File: src/rtl/irq_nest_pkg.sv
package irq_nest_pkg;
  typedef enum logic {
    LVL_LO = 1'b0,
    LVL_HI = 1'b1
  } irq_lvl_e;

  function automatic int idx_width(input int n);
    return (n < 2) ? 1 : $clog2(n);
  endfunction
endpackage

File: src/rtl/irq_src_mask.sv
module irq_src_mask #(
  parameter int NUM_SRC = 8
) (
  input  logic [NUM_SRC-1:0] irq_req,
  input  logic [NUM_SRC-1:0] src_en,
  input  logic [NUM_SRC-1:0] src_hi,
  input  logic               master_en,
  output logic [NUM_SRC-1:0] pend_hi,
  output logic [NUM_SRC-1:0] pend_lo
);
  logic [NUM_SRC-1:0] live;

  always_comb begin
    live    = irq_req & src_en & {NUM_SRC{master_en}};
    pend_hi = live & src_hi;
    pend_lo = live & ~src_hi;
  end
endmodule

File: src/rtl/irq_poll_pick.sv
module irq_poll_pick import irq_nest_pkg::*; #(
  parameter int NUM_SRC = 8,
  parameter int IDX_W   = idx_width(NUM_SRC)
) (
  input  logic               clk,
  input  logic               rst,
  input  logic [NUM_SRC-1:0] pend,
  output logic               any,
  output logic [IDX_W-1:0]   idx,
  output logic [NUM_SRC-1:0] grant
);
  // lowest index takes precedence: scan downward, last hit wins
  always_comb begin
    idx = '0;
    for (int i = NUM_SRC - 1; i >= 0; i--) begin
      if (pend[i]) idx = IDX_W'(i);
    end
  end

  always_comb begin
    grant = pend & ~(pend - NUM_SRC'(1));
    any   = |pend;
  end

  p_grant_onehot_r5: assert property (@(posedge clk) disable iff (rst)
    $onehot0(grant));
  p_grant_idx_r5: assert property (@(posedge clk) disable iff (rst)
    any |-> grant[idx]);
endmodule

File: src/rtl/irq_svc_track.sv
module irq_svc_track import irq_nest_pkg::*; (
  input  logic     clk,
  input  logic     rst,
  input  logic     set_en,
  input  irq_lvl_e set_lvl,
  input  logic     reti,
  output logic     may_hi,
  output logic     may_lo,
  output logic [1:0] svc
);
  logic [1:0] svc_q;
  logic [1:0] svc_d;

  always_comb begin
    svc_d = svc_q;
    if (reti) begin
      if (svc_q[1]) svc_d[1] = 1'b0;
      else          svc_d[0] = 1'b0;
    end
    if (set_en) svc_d[set_lvl] = 1'b1;
  end

  always_ff @(posedge clk) begin
    if (rst) svc_q <= 2'b00;
    else     svc_q <= svc_d;
  end

  always_comb begin
    may_hi = ~svc_q[1];
    may_lo = ~svc_q[1] & ~svc_q[0];
    svc    = svc_q;
  end

  p_reti_hi_first_r12: assert property (@(posedge clk) disable iff (rst)
    (reti && svc_q[1] && !set_en) |=> (!svc_q[1] && svc_q[0] == $past(svc_q[0])));
  p_reti_lo_r12: assert property (@(posedge clk) disable iff (rst)
    (reti && !svc_q[1] && !set_en) |=> (svc_q == 2'b00));
endmodule

File: src/rtl/irq_nest_ctrl.sv
module irq_nest_ctrl import irq_nest_pkg::*; #(
  parameter int NUM_SRC  = 8,
  parameter int VEC_W    = 16,
  parameter int VEC_BASE = 3,
  parameter int VEC_STEP = 8,
  localparam int IDX_W   = idx_width(NUM_SRC)
) (
  input  logic               clk,
  input  logic               rst,
  input  logic [NUM_SRC-1:0] irq_req,
  input  logic [NUM_SRC-1:0] src_en,
  input  logic [NUM_SRC-1:0] src_hi,
  input  logic               master_en,
  input  logic               ack,
  input  logic               reti,
  output logic               vec_req,
  output logic [IDX_W-1:0]   vec_src,
  output logic               vec_hi,
  output logic [VEC_W-1:0]   vec_addr,
  output logic [1:0]         in_svc
);
  logic [NUM_SRC-1:0] pend_hi, pend_lo, gnt_hi, gnt_lo;
  logic               any_hi, any_lo;
  logic [IDX_W-1:0]   idx_hi, idx_lo;
  logic               may_hi, may_lo;

  irq_src_mask #(.NUM_SRC(NUM_SRC)) u_mask (
    .irq_req(irq_req), .src_en(src_en), .src_hi(src_hi),
    .master_en(master_en), .pend_hi(pend_hi), .pend_lo(pend_lo)
  );

  irq_poll_pick #(.NUM_SRC(NUM_SRC), .IDX_W(IDX_W)) u_pick_hi (
    .clk(clk), .rst(rst), .pend(pend_hi), .any(any_hi), .idx(idx_hi), .grant(gnt_hi)
  );

  irq_poll_pick #(.NUM_SRC(NUM_SRC), .IDX_W(IDX_W)) u_pick_lo (
    .clk(clk), .rst(rst), .pend(pend_lo), .any(any_lo), .idx(idx_lo), .grant(gnt_lo)
  );

  logic     req_q, lvl_q;
  logic [IDX_W-1:0] src_q;
  logic [VEC_W-1:0] addr_q;
  logic     take, ack_ok;
  irq_lvl_e win_lvl;
  logic [IDX_W-1:0] win_idx;

  always_comb begin
    win_lvl = any_hi ? LVL_HI : LVL_LO;
    win_idx = any_hi ? idx_hi : idx_lo;
    ack_ok  = req_q & ack;
    take    = ~req_q & (any_hi ? may_hi : (any_lo & may_lo));
  end

  irq_svc_track u_track (
    .clk(clk), .rst(rst), .set_en(ack_ok), .set_lvl(irq_lvl_e'(lvl_q)),
    .reti(reti), .may_hi(may_hi), .may_lo(may_lo), .svc(in_svc)
  );

  function automatic logic [VEC_W-1:0] vec_of(input logic [IDX_W-1:0] i);
    return VEC_W'(VEC_BASE) + VEC_W'(VEC_STEP) * VEC_W'(i);
  endfunction

  always_ff @(posedge clk) begin
    if (rst) begin
      req_q  <= 1'b0;
      lvl_q  <= 1'b0;
      src_q  <= '0;
      addr_q <= '0;
    end else if (ack_ok) begin
      req_q <= 1'b0;
    end else if (take) begin
      req_q  <= 1'b1;
      lvl_q  <= win_lvl;
      src_q  <= win_idx;
      addr_q <= vec_of(win_idx);
    end
  end

  always_comb begin
    vec_req  = req_q;
    vec_src  = src_q;
    vec_hi   = lvl_q;
    vec_addr = addr_q;
  end

  p_hold_r10: assert property (@(posedge clk) disable iff (rst)
    (vec_req && !ack) |=> (vec_req && $stable(vec_src) && $stable(vec_hi) && $stable(vec_addr)));
  p_ack_drop_r11: assert property (@(posedge clk) disable iff (rst)
    (vec_req && ack) |=> !vec_req);
  p_hi_block_r9: assert property (@(posedge clk) disable iff (rst)
    in_svc[1] |-> !vec_req);
  p_lo_nest_r8: assert property (@(posedge clk) disable iff (rst)
    (vec_req && !vec_hi) |-> (in_svc == 2'b00));
endmodule

File: config.mk
export PLATFORM = sky130hd
export DESIGN_NAME = irq_nest_ctrl
export DESIGN_NICKNAME = d
export VERILOG_FILES = /design/src/rtl/irq_nest_pkg.sv /design/src/rtl/irq_src_mask.sv /design/src/rtl/irq_poll_pick.sv /design/src/rtl/irq_svc_track.sv /design/src/rtl/irq_nest_ctrl.sv
export SDC_FILE = /design/constraint.sdc
export NUM_CORES = 1
export LEC_CHECK = 0
export BUFFER_PORTS_ARGS = -buffer_cell sky130_fd_sc_hd__buf_2
export CAP_MARGIN = 25
export CORE_AREA = 2 2 47 49
export CTS_CLUSTER_DIAMETER = 120
export DETAILED_ROUTE_END_ITERATION = 16
export DIE_AREA = 0 0 49 51
export PLACE_DENSITY = 0.77
export SLEW_MARGIN = 10
export SYNTH_ARGS = -nofsm -noshare
export SYNTH_HDL_FRONTEND = slang
export SYNTH_SLANG_ARGS = --single-unit
File: constraint.sdc
create_clock -name clk -period 1.7 [get_ports clk]
set_input_delay 0.085 -clock clk [delete_from_list [all_inputs] [get_ports clk]]
set_output_delay 0.085 -clock clk [all_outputs]
set_load 0.02 [all_outputs]
==> impl_metrics.py <==
metrics = {
    "outcome": {
        "status": "complete, no violations",
    },
    "setup_path": {
        "start_kind": "flop",
        "endpoint": "vec_src[0]$_SDFFE_PP0P_",
        "crit_path_end_kind": "flop",
        "critPathKind": "flop to flop",
        "reg2reg_depth": 4,
        "crit_arrival_ps": 1600,
        "r2r_end": "vec_src[0]$_SDFFE_PP0P_",
        "crit-reg2reg-launch": "vec_req$_SDFFE_PP0P_",
        "cp_max_fo": 7,
        "critPathLaunch": "vec_req$_SDFFE_PP0P_",
        "reg2reg_slack_ps": 260,
        "required_ps": 1860,
    },
    "place": {
        "numPortBuffers": 40,
        "pre_cts_slack_ps": 45.85,
        "place.gp.congestion": 0.8352,
        "dp_hpwl_mm": 1.636,
    },
    "synth": {
        "async_flop_share": 0,
        "synth.top_cell.area_share": 0.2022,
        "synth_edf_count": 0,
        "synthDistinctLibCells": 34,
        "ys_ff_latch": 8,
        "synth_area_um2": 792.0,
        "synth.avg_cell_area_um2": 8.337,
        "synth_commonest_cells": "buf_4 (15), dfxtp_1 (8), nand2_1 (6), nand4_2 (6), nand4b_1 (6)",
        "ys_warn_count": 0,
        "synth_top_cell_by_area": "dfxtp_1",
        "synth_area_leaders": "dfxtp_1 (20%), buf_4 (14%), nand4_2 (9.5%), nand4b_1 (6.6%), nand4_1 (3.9%)",
        "synthesis.instances": 95,
        "ys_seq_area_frac": 0.2022,
        "ys.flop_type": "dfxtp_1",
        "synth_most_common_cell": "buf_4",
    },
    "global_routing": {
        "grt_pass1_vias": 739,
        "track_usage": 0.1640,
        "grt_pass1_wl_mm": 3.160,
        "grt_max_degree": 19,
        "antenna_found_initial": 0,
        "overflow": 0,
    },
    "routing": {
        "vias": 869,
        "drc": 0,
        "drtIter0Drc": 23,
        "wl_mm": 1.929,
        "wl_per_cell_um": 12.06,
        "routed_via_density": 5.431,
        "dr.pass1.iters": 4,
        "antenna_left": 0,
    },
    "run": {
        "timing.max_cap.violations": 0,
    },
    "floorplanning": {
        "fp.dieH_um": 51,
        "initial_utilization": 0.3839,
        "die_x_um": 49,
        "dieArea_um2": 2499,
        "fp-row-count": 17,
        "io_pins": 52,
        "coreArea_um2": 2063,
    },
    "power_and_ir_drop": {
        "p_per_area_nw_per_um2": 721.7,
        "seqPwrFrac": 0.343,
        "switchingPower_w": 0.0002758,
        "leakage_nw": 0.4843,
        "ir_drop_mv": 0.3051,
        "intPower_w": 0.0004168,
        "combPwrFrac": 0.449,
        "clkPwrFrac": 0.207,
        "swShare": 0.3983,
    },
    "clocking": {
        "cts_max_level": 1,
        "root_buffer": "clkbuf_4",
        "cts_tree": "yes",
        "clk-insertion-delay-late_ps": 250,
        "clockBufferDepth": 2,
        "clkTransAtPathRegs_ps": 50,
        "ctsHoldBuffers": 0,
        "post_cts_resized": 0,
        "cts_setup_buffers": 0,
        "cts_buffers": 3,
        "cts_num_sinks": 8,
    },
    "timing": {
        "post-route-min-period_ps": 1441,
        "setup_violations": 0,
        "period_share": 0.8478,
        "drv_slew": 0,
        "clock.fmax_ghz": 0.6939,
        "finalHoldViolCount": 0,
        "timing.setup.tns_ps": 0,
        "fin_worst_skew_ps": 5.912,
        "finalWorstSetupSlack_ps": 258.8,
        "rsz0062_at_grt": "false",
    },
    "cells_and_area": {
        "antennaDiodeCount": 0,
        "area_delta_synth_final_pct": 21.17,
        "fin_util": 0.4651,
        "layout.nets": 163,
        "final_layout_size_suffix_gt1_frac": 0.4167,
    },
    "min_path": {
        "hp-class": "primary input to flop",
    },
}
-- power groups by stage --
stage | registers [W] | logic [W] | clock network (W)
floorplan | 0.000272 | 0.000210 | 0
global placement | 0.000240 | 0.000302 | 0
detailed placement | 0.000243 | 0.000308 | 0
CTS | 0.000239 | 0.000310 | 0.000147
global route | 0.000243 | 0.000334 | 0.000163
finish | 0.000238 | 0.000311 | 0.000144
-- flip-flops by register name, indices dropped and copies added, names as in the netlist --
name,count
vec_hi,1
vec_addr,1
vec_src,3
u_track.svc,2
vec_req,1
-- cell usage in the layout (no fill, tap or decap), drive strengths merged --
cell / n
buf: 42
conb: 11
nand4: 11
dfxtp: 8
nand4b: 6
nand2: 6
nor2: 5
o21ai: 5
a21oi: 4
and4b: 3
nor3: 3
clkbuf: 3
o21a: 2
and3: 2
inv: 2
a32oi: 2
a311oi: 2
a31o: 2
o41ai: 1
nand3: 1
o41a: 1
a41o: 1
and2: 1
o211ai: 1
and4: 1
nand2b: 1
nor2b: 1
or4: 1
a31oi: 1
nand3b: 1
a211oi: 1
-- stage by stage --
stage          power (W)  cells  hold slack, ps  cell area, um2
5_1_grt        0.0007402    160           87.01           959.7
3_5_place_dp   0.0005508    157           354.6           937.1
4_1_cts        0.0006949    160           90.75           959.7
3_3_place_gp   0.0005422    157           350.0           937.1
2_1_floorplan  0.0004823    105           248.2           829.5
6_report       0.0006926    160           96.43           959.7
-- metal layers --
metal / routed length, um / vias to the layer above / part of all wire / global-route usage
met4: 9 / 0 / 0.0047 / 0.07619
met5: 0 / - / 0 / 0
met2: 989 / 52 / 0.51 / 0.2991
li1: - / 427 / - / -
met1: 781 / 388 / 0.40 / 0.1731
met3: 149 / 2 / 0.077 / 0.04971
-- layout make-up --
cell class / instances / area (um2)
clock buffers: 3 / 22.52
fillers: 230 / 1104
inverters: 2 / 7.507
multi-input cells: 77 / 519.2
flip-flops and latches: 8 / 160.2
well taps: 28 / 35.03
repair buffers: 42 / 215.2
-- logic make-up after synthesis --
| kind of cell | count (synthesis) | synth area share |
|---|---|---|
| simple gates | 43 | 0.3855 |
| compound gates | 23 | 0.2180 |
| buf+inv | 20 | 0.1896 |
| flops | 8 | 0.2022 |
| other cells | 1 | 0.004735 |
-- how the worst min path moves through the flow --
stage,endpoint,start,cells after the start,slack [ps]
after global routing,vec_src[2]$_SDFFE_PP0P_,rst,2,90
after detailed placement,vec_src[2]$_SDFFE_PP0P_,rst,2,350
after CTS,vec_hi$_SDFFE_PP0P_,rst,2,90
after floorplan,u_track.svc[0]$_SDFF_PP0_,ack,2,250
final,vec_src[2]$_SDFFE_PP0P_,rst,2,100
after global placement,u_track.svc[0]$_SDFF_PP0_,rst,2,350
-- critical path, cell delays in order, from the launching register on --
cell      delay, ps
dfxtp_1         360
nor3_1          400
o41a_1          280
nor3_1           60
a311oi_1        240
(Power assumes the default switching activity.)
